[src/rtl/muldiv_pkg.sv]
package muldiv_pkg;
    typedef enum logic [1:0] {
        OP_MUL_S = 2'b00,
        OP_MUL_U = 2'b01,
        OP_DIV_S = 2'b10,
        OP_DIV_U = 2'b11
    } md_op_e;

    typedef enum logic [1:0] {
        ST_IDLE,
        ST_MUL,
        ST_DIV,
        ST_FIX
    } md_state_e;
endpackage

[src/rtl/md_mul_iter.sv]
module md_mul_iter #(
    parameter int W = 32
) (
    input  logic           clk,
    input  logic           rst_n,
    input  logic           load,
    input  logic           step,
    input  logic [W-1:0]   mcand_in,
    input  logic [W-1:0]   mplier_in,
    output logic [2*W-1:0] prod
);
    logic [W-1:0]   mcand_q;
    logic [2*W-1:0] acc_q;
    logic [W:0]     sum;
    logic [2*W-1:0] acc_nxt;

    // add the multiplicand into the upper half when the current low bit is set
    always_comb begin
        sum     = {1'b0, acc_q[2*W-1:W]} + (acc_q[0] ? {1'b0, mcand_q} : '0);
        acc_nxt = {sum, acc_q[W-1:1]};
    end

    always_ff @(posedge clk or negedge rst_n) begin
        if (!rst_n) begin
            mcand_q <= '0;
            acc_q   <= '0;
        end else if (load) begin
            mcand_q <= mcand_in;
            acc_q   <= {{W{1'b0}}, mplier_in};
        end else if (step) begin
            acc_q   <= acc_nxt;
        end
    end

    assign prod = acc_q;

    // the multiplicand must not move while iterations are under way
    p_mcand_hold_r2: assert property (@(posedge clk) disable iff (!rst_n)
        (step && !load) |=> $stable(mcand_q));
endmodule

[src/rtl/md_div_iter.sv]
module md_div_iter #(
    parameter int W = 32
) (
    input  logic         clk,
    input  logic         rst_n,
    input  logic         load,
    input  logic         step,
    input  logic [W-1:0] dividend_in,
    input  logic [W-1:0] divisor_in,
    output logic [W-1:0] quo,
    output logic [W-1:0] rem
);
    logic [W-1:0] rem_q;
    logic [W-1:0] quo_q;
    logic [W-1:0] dvs_q;
    logic [W:0]   shifted;
    logic [W+1:0] diff;
    logic         borrow;

    always_comb begin
        shifted = {rem_q, quo_q[W-1]};
        diff    = {1'b0, shifted} - {2'b00, dvs_q};
        borrow  = diff[W+1];
    end

    always_ff @(posedge clk or negedge rst_n) begin
        if (!rst_n) begin
            rem_q <= '0;
            quo_q <= '0;
            dvs_q <= '0;
        end else if (load) begin
            rem_q <= '0;
            quo_q <= dividend_in;
            dvs_q <= divisor_in;
        end else if (step) begin
            if (borrow) begin
                rem_q <= shifted[W-1:0];
                quo_q <= {quo_q[W-2:0], 1'b0};
            end else begin
                rem_q <= diff[W-1:0];
                quo_q <= {quo_q[W-2:0], 1'b1};
            end
        end
    end

    assign quo = quo_q;
    assign rem = rem_q;

    // restoring invariant: partial remainder stays below a nonzero divisor
    p_rem_below_divisor_r4: assert property (@(posedge clk) disable iff (!rst_n)
        (dvs_q != '0) |-> (rem_q < dvs_q));
endmodule

[src/rtl/md_sign_fix.sv]
module md_sign_fix #(
    parameter int W = 32
) (
    input  logic           is_div,
    input  logic           signed_op,
    input  logic           a_neg,
    input  logic           b_neg,
    input  logic [2*W-1:0] mag_prod,
    input  logic [W-1:0]   mag_quo,
    input  logic [W-1:0]   mag_rem,
    output logic [W-1:0]   hi_out,
    output logic [W-1:0]   lo_out
);
    logic           flip_res;
    logic           flip_rem;
    logic [2*W-1:0] prod_fix;

    always_comb begin
        flip_res = signed_op && (a_neg ^ b_neg);
        flip_rem = signed_op && a_neg;
        prod_fix = flip_res ? (~mag_prod + 1'b1) : mag_prod;
        if (is_div) begin
            lo_out = flip_res ? (~mag_quo + 1'b1) : mag_quo;
            hi_out = flip_rem ? (~mag_rem + 1'b1) : mag_rem;
        end else begin
            lo_out = prod_fix[W-1:0];
            hi_out = prod_fix[2*W-1:W];
        end
    end
endmodule

[src/rtl/muldiv_hilo.sv]
module muldiv_hilo
    import muldiv_pkg::*;
#(
    parameter int W = 32
) (
    input  logic         clk,
    input  logic         rst_n,
    input  logic         cmd_valid,
    input  logic [1:0]   cmd_op,
    input  logic [W-1:0] opa,
    input  logic [W-1:0] opb,
    input  logic         wr_hi,
    input  logic         wr_lo,
    input  logic [W-1:0] wr_data,
    input  logic         rd_req,
    input  logic         rd_sel,
    output logic         rd_valid,
    output logic [W-1:0] rd_data,
    output logic         busy
);
    localparam int CNT_W = $clog2(W);
    localparam int RUN_W = CNT_W + 2;

    md_state_e      state_q, state_d;
    logic [CNT_W-1:0] cnt_q;
    logic           signed_q, div_q, an_q, bn_q;
    logic [W-1:0]   hi_q, lo_q;
    logic           pend_q, pend_sel_q;
    logic           rd_valid_q;
    logic [W-1:0]   rd_data_q;

    logic           accept, last_iter, in_sgn, in_an, in_bn;
    logic [W-1:0]   mag_a, mag_b;
    logic [2*W-1:0] mul_prod;
    logic [W-1:0]   div_quo, div_rem, fix_hi, fix_lo;

    always_comb begin
        accept    = (state_q == ST_IDLE) && cmd_valid;
        last_iter = (cnt_q == CNT_W'(W-1));
        in_sgn    = !cmd_op[0];
        in_an     = in_sgn && opa[W-1];
        in_bn     = in_sgn && opb[W-1];
        mag_a     = in_an ? (~opa + 1'b1) : opa;
        mag_b     = in_bn ? (~opb + 1'b1) : opb;
    end

    // next-state logic
    always_comb begin
        state_d = state_q;
        unique case (state_q)
            ST_IDLE: if (accept) state_d = cmd_op[1] ? ST_DIV : ST_MUL;
            ST_MUL:  if (last_iter) state_d = ST_FIX;
            ST_DIV:  if (last_iter) state_d = ST_FIX;
            ST_FIX:  state_d = ST_IDLE;
            default: state_d = ST_IDLE;
        endcase
    end

    // state register
    always_ff @(posedge clk or negedge rst_n) begin
        if (!rst_n) state_q <= ST_IDLE;
        else        state_q <= state_d;
    end

    md_mul_iter #(.W(W)) u_mul (
        .clk       (clk),
        .rst_n     (rst_n),
        .load      (accept && !cmd_op[1]),
        .step      (state_q == ST_MUL),
        .mcand_in  (mag_a),
        .mplier_in (mag_b),
        .prod      (mul_prod)
    );

    md_div_iter #(.W(W)) u_div (
        .clk         (clk),
        .rst_n       (rst_n),
        .load        (accept && cmd_op[1]),
        .step        (state_q == ST_DIV),
        .dividend_in (mag_a),
        .divisor_in  (mag_b),
        .quo         (div_quo),
        .rem         (div_rem)
    );

    md_sign_fix #(.W(W)) u_fix (
        .is_div    (div_q),
        .signed_op (signed_q),
        .a_neg     (an_q),
        .b_neg     (bn_q),
        .mag_prod  (mul_prod),
        .mag_quo   (div_quo),
        .mag_rem   (div_rem),
        .hi_out    (fix_hi),
        .lo_out    (fix_lo)
    );

    // outputs and datapath registers
    always_ff @(posedge clk or negedge rst_n) begin
        if (!rst_n) begin
            cnt_q      <= '0;
            signed_q   <= 1'b0;
            div_q      <= 1'b0;
            an_q       <= 1'b0;
            bn_q       <= 1'b0;
            hi_q       <= '0;
            lo_q       <= '0;
            pend_q     <= 1'b0;
            pend_sel_q <= 1'b0;
            rd_valid_q <= 1'b0;
            rd_data_q  <= '0;
        end else begin
            rd_valid_q <= 1'b0;
            unique case (state_q)
                ST_IDLE: begin
                    if (accept) begin
                        cnt_q    <= '0;
                        signed_q <= in_sgn;
                        div_q    <= cmd_op[1];
                        an_q     <= in_an;
                        bn_q     <= in_bn;
                    end else begin
                        if (wr_hi) hi_q <= wr_data;
                        if (wr_lo) lo_q <= wr_data;
                    end
                    if (pend_q) begin
                        rd_valid_q <= 1'b1;
                        rd_data_q  <= pend_sel_q ? hi_q : lo_q;
                        pend_q     <= rd_req;
                        pend_sel_q <= rd_sel;
                    end else if (rd_req) begin
                        rd_valid_q <= 1'b1;
                        rd_data_q  <= rd_sel ? hi_q : lo_q;
                    end
                end
                ST_MUL, ST_DIV: begin
                    cnt_q <= cnt_q + 1'b1;
                    if (rd_req) begin
                        pend_q     <= 1'b1;
                        pend_sel_q <= rd_sel;
                    end
                end
                ST_FIX: begin
                    hi_q <= fix_hi;
                    lo_q <= fix_lo;
                    if (rd_req) begin
                        pend_q     <= 1'b1;
                        pend_sel_q <= rd_sel;
                    end
                end
                default: ;
            endcase
        end
    end

    assign busy     = (state_q != ST_IDLE);
    assign rd_valid = rd_valid_q;
    assign rd_data  = rd_data_q;

    // checker: length of a busy run, watched with a counter
    logic [RUN_W-1:0] busy_run_q;
    always_ff @(posedge clk or negedge rst_n) begin
        if (!rst_n)    busy_run_q <= '0;
        else if (busy) busy_run_q <= busy_run_q + 1'b1;
        else           busy_run_q <= '0;
    end

    p_busy_window_r7: assert property (@(posedge clk) disable iff (!rst_n)
        busy_run_q <= RUN_W'(W+1));

    p_fix_to_idle_r7: assert property (@(posedge clk) disable iff (!rst_n)
        (state_q == ST_FIX) |=> (state_q == ST_IDLE));

    p_read_from_idle_r9: assert property (@(posedge clk) disable iff (!rst_n)
        rd_valid |-> $past(state_q == ST_IDLE));

    p_busy_drops_write_r10: assert property (@(posedge clk) disable iff (!rst_n)
        ((state_q == ST_MUL || state_q == ST_DIV) && (wr_hi || wr_lo))
        |=> ($stable(hi_q) && $stable(lo_q)));
endmodule

[config.mk]
export PLATFORM = sky130hd
export DESIGN_NAME = muldiv_hilo
export DESIGN_NICKNAME = d
export VERILOG_FILES = /design/src/rtl/muldiv_pkg.sv /design/src/rtl/md_mul_iter.sv /design/src/rtl/md_div_iter.sv /design/src/rtl/md_sign_fix.sv /design/src/rtl/muldiv_hilo.sv
export SDC_FILE = /design/constraint.sdc
export NUM_CORES = 1
export LEC_CHECK = 0
export ABC_AREA = 1
export BUFFER_PORTS_ARGS = -buffer_cell sky130_fd_sc_hd__clkbuf_2
export CORE_MARGIN = 2
export CORE_UTILIZATION = 55
export CTS_CLUSTER_DIAMETER = 200
export DETAILED_ROUTE_END_ITERATION = 6
export GPL_ROUTABILITY_DRIVEN = 0
export PLACE_DENSITY = 0.73
export SLEW_MARGIN = 5
export SYNTH_ARGS = -nofsm -noshare
export SYNTH_HDL_FRONTEND = slang
export SYNTH_SLANG_ARGS = --single-unit
[constraint.sdc]
create_clock -name clk -period 6.7 [get_ports clk]
set_clock_uncertainty 0.15 [all_clocks]
set_input_delay 0.67 -clock clk [delete_from_list [all_inputs] [get_ports clk]]
set_output_delay 0.67 -clock clk [all_outputs]
set_load 0.02 [all_outputs]
==> flow_summary.html <==
<table>
<tr><th>Metric</th><th>Value</th></tr>
<tr><th colspan="2">Setup path</th></tr>
<tr><td>Number of cell instances on the worst register-to-register path</td><td>11</td></tr>
<tr><td>Slack of the worst reg-to-reg path</td><td>3.05 ns</td></tr>
<tr><td>Critical path required time</td><td>7.03 ns</td></tr>
<tr><td>CP arrival</td><td>3.98 ns</td></tr>
<tr><td>Reg2Reg Capture Point</td><td>u_mul.prod[39]</td></tr>
<tr><td>Worst reg2reg startpoint</td><td>state_q[0]</td></tr>
<tr><td>Cell breakdown of the critical path</td><td>inv_1 &gt; ha_1 &gt; nand2_1 &gt; nor2_4 &gt; inv_1 &gt; buf_4 &gt; nand2_1 &gt; buf_4 &gt; inv_2 &gt; o21ai_0 &gt; o21ai_0</td></tr>
<tr><td>Slowest cell on the critical path</td><td>sky130_fd_sc_hd__inv_2</td></tr>
<tr><td>Capturing instance or port of the critical path</td><td>u_mul.prod[39]</td></tr>
<tr><td>Critical Path Source Type</td><td>register</td></tr>
<tr><td>Crit-path max cell delay</td><td>0.41 ns</td></tr>
<tr><td>Capturing element type of the critical path</td><td>register</td></tr>
<tr><td>Crit path launch</td><td>state_q[0]</td></tr>
<tr><td>Critical Setup Path Class</td><td>register to register</td></tr>
<tr><td>Critical path fanouts, max</td><td>30</td></tr>
<tr><th colspan="2">Floorplanning</th></tr>
<tr><td>Floorplan die height</td><td>213 um</td></tr>
<tr><td>Initial cell density of the core</td><td>55.7%</td></tr>
<tr><td>Core footprint</td><td>43000 um^2</td></tr>
<tr><td>Horiz. Die Dim</td><td>213 um</td></tr>
<tr><td>Area of the die</td><td>45200 um^2</td></tr>
<tr><td>Number of rows in the core area</td><td>76</td></tr>
<tr><td>Count of boundary I/O pins</td><td>139</td></tr>
<tr><th colspan="2">Synth</th></tr>
<tr><td>Most instantiated library cell after synthesis</td><td>sky130_fd_sc_hd__nand2_1</td></tr>
<tr><td>Warning count from the yosys run</td><td>0</td></tr>
<tr><td>Post-synth ARST share</td><td>100%</td></tr>
<tr><td>Synth Area in Compound Gates</td><td>17.5%</td></tr>
<tr><td>Combinational family with the most area after synthesis</td><td>simple AND/OR/NAND/NOR gates</td></tr>
<tr><td>Post-Syn Instances</td><td>3740</td></tr>
<tr><td>Share of synthesized area spent on multiplexers</td><td>0.0470%</td></tr>
<tr><td>Most area-hungry cell type in the Yosys netlist</td><td>sky130_fd_sc_hd__dfrtp_1</td></tr>
<tr><td>Post-synthesis sequential element count</td><td>302</td></tr>
<tr><td>Count of flip-flops with a built-in enable after synthesis</td><td>0</td></tr>
<tr><td>Main area contributors after synthesis</td><td>sky130_fd_sc_hd__dfrtp_1 32%, sky130_fd_sc_hd__nand2_1 16%, sky130_fd_sc_hd__nor2_1 7.8%</td></tr>
<tr><td>Post-synthesis share of cell area spent on xor and xnor gates</td><td>2.45%</td></tr>
<tr><td>Average cell area after synthesis</td><td>6.40 um^2</td></tr>
<tr><td>Area share of fa/ha/maj cells after synthesis</td><td>4.09%</td></tr>
<tr><td>Share of synthesized cell area in and, or, nand and nor gates</td><td>35.0%</td></tr>
<tr><td>Register area share after synthesis</td><td>31.6%</td></tr>
<tr><td>Post-Syn Nets</td><td>3922</td></tr>
<tr><td>Most used flip-flop cell after synthesis</td><td>sky130_fd_sc_hd__dfrtp_1</td></tr>
<tr><td>Most used standard cells in the synthesized netlist</td><td>1030 x sky130_fd_sc_hd__nand2_1, 499 x sky130_fd_sc_hd__nor2_1, 402 x sky130_fd_sc_hd__inv_1, 313 x sky130_fd_sc_hd__nand3_1, 302 x sky130_fd_sc_hd__dfrtp_1</td></tr>
<tr><td>Combined area of all synthesized cells</td><td>23900 um^2</td></tr>
<tr><td>Fraction of synthesized cell area taken by the top area cell type</td><td>31.6%</td></tr>
<tr><td>Number of distinct library cell variants in the gate-level netlist after synthesis</td><td>54</td></tr>
<tr><th colspan="2">CTS</th></tr>
<tr><td>Later-pin clock latency in the skew report</td><td>0.56 ns</td></tr>
<tr><td>Number of buffers inserted by hold repair at cts</td><td>0</td></tr>
<tr><td>Number of levels in the clock H-tree</td><td>2</td></tr>
<tr><td>Quantity of gates resized following cts</td><td>0</td></tr>
<tr><td>Register clock-pin slew on the reported worst setup and hold paths</td><td>0.06 ns</td></tr>
<tr><td>Maximum clock path buffer count</td><td>3</td></tr>
<tr><td>Clock sink total</td><td>302</td></tr>
<tr><td>TritonCTS clock tree</td><td>built</td></tr>
<tr><td>Clock buffer count from CTS</td><td>35</td></tr>
<tr><td>Post-CTS Setup Bufs</td><td>0</td></tr>
<tr><td>Root Driver</td><td>sky130_fd_sc_hd__clkbuf_16</td></tr>
<tr><th colspan="2">Placed design</th></tr>
<tr><td>Number of buffer cells added on primary ports</td><td>138</td></tr>
<tr><td>Final HPWL DP</td><td>66.0 mm</td></tr>
<tr><th colspan="2">STA</th></tr>
<tr><td>Measured slew at the worst slew-check pin</td><td>1.12 ns</td></tr>
<tr><td>Number of failing hold endpoints at the final stage</td><td>0</td></tr>
<tr><td>Final Cycle Share</td><td>54.5%</td></tr>
<tr><td>Final setup violation count</td><td>0</td></tr>
<tr><td>Max-slew headroom</td><td>25.5%</td></tr>
<tr><td>Post-layout min period</td><td>3.65 ns</td></tr>
<tr><td>Achievable Freq</td><td>274 MHz</td></tr>
<tr><td>Setup repair after global routing missed its margin</td><td>no</td></tr>
<tr><td>Setup TNS</td><td>0 ns</td></tr>
<tr><td>Max-slew violations</td><td>0</td></tr>
<tr><th colspan="2">Global route</th></tr>
<tr><td>Pin count of the biggest net entering global routing</td><td>133</td></tr>
<tr><td>GR met1 Demand/Resource</td><td>53.7%</td></tr>
<tr><td>Initial antenna violation count</td><td>1</td></tr>
<tr><td>Global-route wire length before repair</td><td>131 mm</td></tr>
<tr><td>Busiest metal layer after global routing</td><td>met2</td></tr>
<tr><td>Residual overflow from global routing</td><td>0</td></tr>
<tr><td>Routing usage on met3</td><td>8.94%</td></tr>
<tr><td>Overall routing resource usage</td><td>37.7%</td></tr>
<tr><td>Global routing met2 resource utilization</td><td>55.0%</td></tr>
<tr><td>Number of global-route vias before repair</td><td>23000</td></tr>
<tr><th colspan="2">Run status</th></tr>
<tr><td>Result of the run</td><td>completed</td></tr>
<tr><th colspan="2">Drt</th></tr>
<tr><td>Wire length per cell after detailed routing</td><td>19.5 um</td></tr>
<tr><td>Post-DRT Antenna Nets</td><td>0</td></tr>
<tr><td>Post-DR vias/cell</td><td>5.93</td></tr>
<tr><td>Drt first-iter violations</td><td>3649</td></tr>
<tr><td>Post-route DRC violation count</td><td>0</td></tr>
<tr><td>Drt pass-1 iters</td><td>6</td></tr>
<tr><td>Count of vias placed by the detailed router</td><td>26100</td></tr>
<tr><td>Total length of routed wires</td><td>85.6 mm</td></tr>
<tr><th colspan="2">Power</th></tr>
<tr><td>Overall power</td><td>13700 uW</td></tr>
<tr><td>Areal power density over the cells</td><td>527 nW/um^2</td></tr>
<tr><td>VDD IR max</td><td>0.000266 V</td></tr>
<tr><td>Leak Pwr</td><td>0.0129 uW</td></tr>
<tr><th colspan="2">Cells and area</th></tr>
<tr><td>Final net count</td><td>3970</td></tr>
<tr><td>Number of inserted diodes</td><td>0</td></tr>
<tr><td>Area delta synth-&gt;final</td><td>8.35%</td></tr>
<tr><td>Share of final-layout standard cells stronger than drive strength 1</td><td>7.71%</td></tr>
<tr><th colspan="2">Flow run</th></tr>
<tr><td>Max_cap viols</td><td>0</td></tr>
<tr><th colspan="2">Hold path</th></tr>
<tr><td>Worst hold path type</td><td>input port to async pin</td></tr>
</table>
==> layout make-up <==
| class | count | area [um^2] |
|---|---|---|
| clock buffer | 50 | 1000 |
| clock inverter | 11 | 76.3 |
| fill | 4275 | 17000 |
| inverter | 414 | 1560 |
| multi-input combinational | 2879 | 14200 |
| sequential | 302 | 7560 |
| tap | 585 | 732 |
| timing repair buffer | 156 | 848 |
==> registers in the layout, summed over array words and instances (netlist names) <==
register / flops
state_q: 2
rd_data: 32
hi_q: 32
rd_valid: 1
signed_q: 1
u_div.quo: 32
u_mul.prod: 64
pend_sel_q: 1
u_div.rem: 32
lo_q: 32
u_div.dvs_q: 32
div_q: 1
an_q: 1
pend_q: 1
cnt_q: 5
bn_q: 1
u_mul.mcand_q: 32
==> cell usage in the layout (no fill, tap or decap), types with 23 or more instances in the layout <==
cell                           n
sky130_fd_sc_hd__o21ai_1      24
sky130_fd_sc_hd__o21ai_0     261
sky130_fd_sc_hd__xnor2_1      31
sky130_fd_sc_hd__dfrtp_1     299
sky130_fd_sc_hd__clkbuf_2    137
sky130_fd_sc_hd__nand4_1      41
sky130_fd_sc_hd__o22ai_1      23
sky130_fd_sc_hd__xor2_1       36
sky130_fd_sc_hd__nor2_1      499
sky130_fd_sc_hd__o221ai_1     44
sky130_fd_sc_hd__a21oi_1     248
sky130_fd_sc_hd__ha_1         74
sky130_fd_sc_hd__nor3_1       40
sky130_fd_sc_hd__nand3_1     313
sky130_fd_sc_hd__o211ai_1     46
sky130_fd_sc_hd__a31oi_1      35
sky130_fd_sc_hd__clkbuf_16    36
sky130_fd_sc_hd__inv_1       401
sky130_fd_sc_hd__nand2_1    1030
==> cell families after synthesis <==
family,count (synthesis)
muxes,1
and+or+nand+nor,2000
DFF,302
buffers and inverters,559
AOI/OAI and AO/OA,734
adders and majority gates,77
xor gates and xnor gates,67
==> power by group <==
group / total [uW] / internal [uW] / switching, uW
sequential: 3400 / 2640 / 759
combinational: 8410 / 2570 / 5840
clock: 1860 / 1050 / 813
==> layer usage <==
layer / part of all wire, % / vias to the layer above
met5: 0.015 / -
met4: 4.6 / 2
met3: 12 / 218
met2: 41 / 1427
met1: 42 / 12000
li1: - / 12400
==> critical path: cells and delay by family, from the launching register on <==
| family | cells | cell delay [ns] |
|---|---|---|
| buffers and inverters | 5 | 1.54 |
| AO/OA/AOI/OAI | 2 | 0.34 |
| adder cells (fa/ha/maj) | 1 | 0.28 |
| AND/OR/NAND/NOR | 3 | 0.86 |
| flip-flops | 1 | 0.39 |
==> metrics by stage <==
| stage | setup slack (ns) | util, % | std cells | hold slack (ns) | instance area (um^2) |
|---|---|---|---|---|---|
| detailed placement | 3.11 | 57.8 | 4336 | 0.316 | 24900 |
| global route | 2.71 | 60.4 | 4397 | 0.132 | 25900 |
| global placement | 3.15 | 57.8 | 4336 | 0.312 | 24900 |
| CTS | 3.12 | 60.4 | 4397 | 0.0744 | 25900 |
| finish | 3.05 | 60.4 | 4397 | 0.0581 | 25900 |
| floorplan | 4.30 | - | 3740 | 0.224 | 23900 |
==> how the worst min path moves through the flow <==
stage / startpoint / end / slack [ns] / cells past startpoint
6_report: rst_n / cnt_q[2] / 0.06 / 1
5_1_grt: rst_n / cnt_q[0] / 0.13 / 1
4_1_cts: rst_n / cnt_q[2] / 0.07 / 1
3_5_place_dp: u_mul.mcand_q[6] / u_mul.mcand_q[6] / 0.32 / 2
3_3_place_gp: u_mul.mcand_q[3] / u_mul.mcand_q[3] / 0.31 / 2
2_1_floorplan: rst_n / an_q / 0.22 / 0
Note: power is estimated with default switching activity, not from simulation.
